===== src/rtl/median3x3_rowsort.sv =====
module median3x3_rowsort #(
  parameter int PW = 8
) (
  input  logic          clk,
  input  logic          rst,
  input  logic          in_valid,
  input  logic [9*PW-1:0] in_win,
  output logic          out_valid,
  output logic [PW-1:0] out_median
);
  localparam int LAT = 3;

  function automatic logic [3*PW-1:0] sort3(input logic [PW-1:0] a, b, c);
    logic [PW-1:0] lo, md, hi, t;
    lo = a; md = b; hi = c;
    if (lo > md) begin t = lo; lo = md; md = t; end
    if (md > hi) begin t = md; md = hi; hi = t; end
    if (lo > md) begin t = lo; lo = md; md = t; end
    return {hi, md, lo};
  endfunction

  logic [LAT-1:0] vld;
  logic [PW-1:0] rmin [3], rmid [3], rmax [3];
  logic [PW-1:0] min_of_max, mid_of_mid, max_of_min;

  always_ff @(posedge clk) begin
    if (rst) vld <= '0;
    else     vld <= {vld[LAT-2:0], in_valid};
  end

  for (genvar r = 0; r < 3; r++) begin : g_row
    logic [3*PW-1:0] s;
    assign s = sort3(in_win[(3*r)*PW +: PW], in_win[(3*r+1)*PW +: PW],
                     in_win[(3*r+2)*PW +: PW]);
    always_ff @(posedge clk) begin
      rmin[r] <= s[0 +: PW];
      rmid[r] <= s[PW +: PW];
      rmax[r] <= s[2*PW +: PW];
    end
  end

  logic [3*PW-1:0] s_max, s_mid, s_min, s_fin;
  assign s_max = sort3(rmax[0], rmax[1], rmax[2]);
  assign s_mid = sort3(rmid[0], rmid[1], rmid[2]);
  assign s_min = sort3(rmin[0], rmin[1], rmin[2]);

  always_ff @(posedge clk) begin
    min_of_max <= s_max[0 +: PW];
    mid_of_mid <= s_mid[PW +: PW];
    max_of_min <= s_min[2*PW +: PW];
  end

  assign s_fin = sort3(min_of_max, mid_of_mid, max_of_min);

  always_ff @(posedge clk) out_median <= s_fin[PW +: PW];

  assign out_valid = vld[LAT-1];
endmodule



===== config.mk =====
export PLATFORM = sky130hd
export DESIGN_NAME = median3x3_rowsort
export DESIGN_NICKNAME = d
export VERILOG_FILES = /design/src/rtl/median3x3_rowsort.sv
export SDC_FILE = /design/constraint.sdc
export NUM_CORES = 1
export LEC_CHECK = 0
export CELL_PAD_IN_SITES_DETAIL_PLACEMENT = 0
export CELL_PAD_IN_SITES_GLOBAL_PLACEMENT = 1
export CORE_UTILIZATION = 30
export CTS_BUF_LIST = sky130_fd_sc_hd__clkbuf_2
export CTS_CLUSTER_DIAMETER = 80
export DETAILED_ROUTE_END_ITERATION = 12
export GPL_TIMING_DRIVEN = 0
export PLACE_DENSITY = 0.71
export SYNTH_ARGS = -nofsm -noshare
export SYNTH_HDL_FRONTEND = slang
export SYNTH_SLANG_ARGS = --single-unit

===== constraint.sdc =====
create_clock -name clk -period 6.05 [get_ports clk]
set_input_delay 0.9075 -clock clk [delete_from_list [all_inputs] [get_ports clk]]
set_output_delay 0.9075 -clock clk [all_outputs]
set_load 0.01 [all_outputs]

### Yosys cells after proc, flatten, opt, wreduce, memory -nomap -nowiden

Memory sizes are Yosys's and may differ from the RTL's.
Cells that the tools add are included.

* register bits after elaboration: 35
* RAM bits: 72
* logic and storage cells: 60
* memories kept: 3

Memories
* rmax: depth 3, bits a word 8, read ports 3, clocked after Yosys merged registers in 0, wr ports 3, line 23 `logic [PW-1:0] rmin [3], rmid [3], rmax [3];`
* rmid: depth 3, bits a word 8, read ports 3, clocked after Yosys merged registers in 0, wr ports 3, line 23
* rmin: depth 3, bits a word 8, read ports 3, clocked after Yosys merged registers in 0, wr ports 3, line 23

* $lt $le $gt $ge: 20
* muxes and demuxes: 32

Operator list (number)
* $mux 8: 32
* $gt 8x8->1: 20

### Depth between registers and ports, before layout

* depth after elaboration: 6
* depth in mapped cells: 29
* mapped depth without buffers: 23

### Worst setup path after synthesis

Ideal clock, no wire load.

* kind: input to register
* start point: in in_win[57]
* end point: mem rmid[2][0] (netlist: rmid[0][16])
* arrival time: 5.691 ns
* setup slack: 0.240 ns
* stages on the path: 27
* path through: inv_1 ha_1 nor2b_1 o211ai_1 a21oi_1 o22ai_1 buf_2 buf_2 mux2_2 ha_1 nor2b_1 o21ai_0 a21boi_0 o31ai_1 buf_2 buf_2 buf_2 mux2i_1 ha_1 nor2b_1 o211ai_1 a21oi_1 o22ai_1 clkbuf_1 nand2b_1 or2_2 o221a_2

RTL lines
* start: declaration: line 7 `input logic [9*PW-1:0] in_win,`
* end: declaration: line 23

==> out/summary.txt <==
Fin area = 11300 µm²
FF+latch count, synth = 107
First-pass GRT wire length = 42200 µm
Post-DRT Antenna Nets = 0
Clock skew = 41.2 ps
Syn avg cell area = 8.51 µm²
Grt peak-use layer = met2
I/O pin count = 84
Int Pwr = 3540 µW
Placed Cells = 1592
Largest net degree at the start of global routing = 21
Grt met2 use = 0.278
Final Hold Slack = 469 ps
Reg2reg path depth = 24
Clock power share = 0.047
Hold EP = vld[2]
Most frequent CP cell = ha_1
Setup Crit Path Kind = input pin to flop
Synth Flop Type = dfxtp_1
Cell area after synthesis = 9470 µm²
P_sw = 3450 µW
Family with the most delay on the worst path = compound AO/OA/AOI/OAI gates
H-Tree Level Count = 3
Gate power share = 0.769
DRC violations left = 4
Failing checks = DRC
Layout Utilization = 0.368
Core ar. = 30800 µm²
Worst path max stage delay = 600 ps
Slew HR = 0.521
Critical Path RT = 6660 ps
GRT Total Usage = 0.164
Final #Nets = 1454
Cells after Synth = 1113
Grt ovf = 0
Power per cell area = 616 nW/µm²
Die width = 180 µm
Hpwl dp = 22500 µm
Initial antenna violation count = 1
Seq/Total Area, Yosys = 0.226
Fill cell count = 3152
Port Buffers = 83
P&R area growth vs syn = 19.8%
Met3 usage in global routing = 0.0221
Top cell type's share of synthesized area = 0.226
Non-Filler Instances = 1621
Yosys Warn Count = 0
Count of final max-slew check failures = 0
Clock latency on the worst-skew pair = 630 ps
Final period util = 0.961
Num CTS Buffers = 9
Dominant cell type by area after synthesis = dfxtp_1
Hold Path Origin = vld[1]
Die Ht = 180 µm
Maximum clock rate = 0.172 GHz
Critical R2R Capture = min_of_max[5]
Wire per inst = 16.5 µm
DR vias = 8343
CTS tree = built
Max Fanout on Critical Path = 10
HP Class = flop to flop
CP bufs+invs = 5
CP max-delay cell = clkdlybuf4s50_1
CP arrival = 6420 ps
Area of placed instances = 10800 µm²
Clk sinks = 107
Worst Tran Pin Value = 713 ps
Setup violators final = 0
Ys async rst share = 0
CP cell instances = clkdlybuf4s50_1, ha_1, a211oi_1, nor2_1, o31ai_4, buf_6, mux2_2, ha_1, and3_1, a221o_1, a21oi_2, a31oi_4, clkbuf_4, mux2i_1, ha_1, nand4_1, nor2_2, a21oi_1, or2_2, buf_2, a21oi_4, buf_4, o221a_2
Area occupied by multi-input gates = 6940 µm²
Critical path depth in cells = 23
Largest cells by area after synthesis = dfxtp_1 (23%), ha_1 (21%), mux2_2 (6.9%)
Syn_nets = 1348
Initial Util = 0.307
Share of cells above drive strength 1 = 0.181
Crit path time final = 5810 ps
FF-to-FF Start = rmax[0][9]
CTS root buf = clkbuf_2
Row count = 64
Hold depth = 1
Clock buffer depth = 2
Routability congestion estimate = 0.861
Crit. End Element = flop
Maximum VDD drop = 0.284 mV
Final Hold Viols = 0
Status = complete, but fails checks
Max Cap Viol = 0
DR iter-0 viols = 478
Total wire length = 26800 µm
Startpoint types = input pin
Reg power frac = 0.185
Worst R2R Setup Slack = 540 ps
Die area = 32300 µm²
Reg area = 2140 µm²
Vias/cell = 5.15
Routing usage on met1 = 0.219
Leak Pwr = 0.00527 µW
Crit path from = in_win[29]
Clock transition at the registers of the reported paths = 320 ps
Number of global-route vias before repair = 8110
Sw Share = 0.493
DRT Pass-1 Iters = 11
Number of flops mapped to enable cells by yosys = 0
Cell variety after synth = 49
==> per-layer routing <==
metal | wire (µm) | vias to the layer above
met5 | 0 | -
met1 | 13200 | 3870
li1 | - | 4291
met3 | 788 | 22
met4 | 386 | 0
met2 | 12500 | 160
==> worst register-to-register path: stages, from the launching register on <==
cell      delay (ps)
dfxtp_1          500
inv_1            110
ha_1             290
nor2b_1          130
o211ai_1         160
a21oi_1           90
o31ai_1          250
buf_2            290
mux2_2           400
ha_1             300
and3_4           190
a221o_1          340
a21oi_1          140
a31oi_1           80
buf_6            180
mux2i_1          120
ha_1             290
nor2b_1          130
o211ai_1         160
a21oi_1          100
o21ai_0          280
or3_1            150
clkbuf_1         290
a21oi_1          130
a211oi_1         340
==> cell families after synthesis <==
| family | share of synthesized area |
|---|---|
| AOI/OAI and AO/OA | 0.223 |
| and+or+nand+nor | 0.148 |
| adders and majority gates | 0.211 |
| buffers and inverters | 0.0642 |
| muxes | 0.127 |
| DFF | 0.226 |
==> layout make-up <==
class	count	area share
plain buffers	36	0.0224
flip-flops and latches	107	0.189
diodes	1	0.000221
inverters	113	0.0374
well taps	396	0.0437
clock buffers	9	0.00397
clock inverters	7	0.00640
repair buffers	95	0.0856
multi-input cells	857	0.612
==> sequential cells by signal (all words and copies together) (netlist names) <==
signal / flops
min_of_max: 8
mid_of_mid: 8
out_median: 8
rmin: 24
rmid: 24
vld: 3
rmax: 24
max_of_min: 8
==> through the flow <==
step,setup slack (ps),total power [µW],setup TNS (ps)
after detailed placement,-1400,6520,-48080
after global placement,-1400,6450,-45960
after CTS,17.5,6900,0
after global routing,-46.3,7750,-182
after floorplan,240,5180,0
final,236,6990,0
==> power by group through the flow <==
stage / Sequential [µW] / Combinational (µW) / Clock (µW)
floorplan: 1200 / 3980 / 0
global placement: 1310 / 5150 / 0
detailed placement: 1310 / 5210 / 0
CTS: 1290 / 5270 / 342
global route: 1320 / 6060 / 370
finish: 1290 / 5370 / 326
==> worst max-delay path by stage <==
| stage | end |
|---|---|
| final | rmid[0][14] |
| after floorplan | rmid[0][16] |
| after detailed placement | rmid[0][18] |
| after CTS | rmid[0][16] |
| after global routing | rmid[0][0] |
| after global placement | rmid[0][18] |
==> cells in the final DEF (no fill, tap or decap), types with 51 or more instances in the layout <==
cell type and count:
ha_1 160, inv_1 113, dfxtp_1 107, a21oi_1 87
nand2_1 84, o21ai_0 76, nor2_1 66, clkdlybuf4s50_1 63
mux2_2 58, mux2i_1 51
==> synth_stat cells, types with 2 or more instances <==
cell type and number:
buf_4 3, nand2_1 84, buf_1 2, o31ai_4 3
o22ai_1 14, o221a_2 56, a221o_1 2, buf_2 24
nor2_1 70, and4_1 2, nor3b_1 2, dfxtp_1 107
a21oi_2 7, a21o_1 7, nand4_1 34, mux2i_2 2
nor2b_1 26, o21ai_0 76, or2_2 10, nand2b_1 19
or3_1 15, a211oi_1 16, mux2_2 58, o22ai_2 2
clkbuf_1 6, o21a_1 2, nand3_1 10, mux2i_1 52
and2_1 4, ha_1 160, inv_1 113, a21oi_1 92
o31ai_1 3, nor3_1 2, o211ai_1 13, a21boi_0 2
==> what timing repair did <==
| item | 4_1_cts | 5_1_grt |
|---|---|---|
| hold buffers | 0 | 0 |
| pin swaps | 0 | 8 |
| hold endpoints to repair | 0 | 0 |
| buffers inserted | 1 | 11 |
| resized for setup | 21 | 69 |
| endpoints found under the setup margin | 38 | 48 |
No activity file was read; power rests on OpenSTA's default activity.
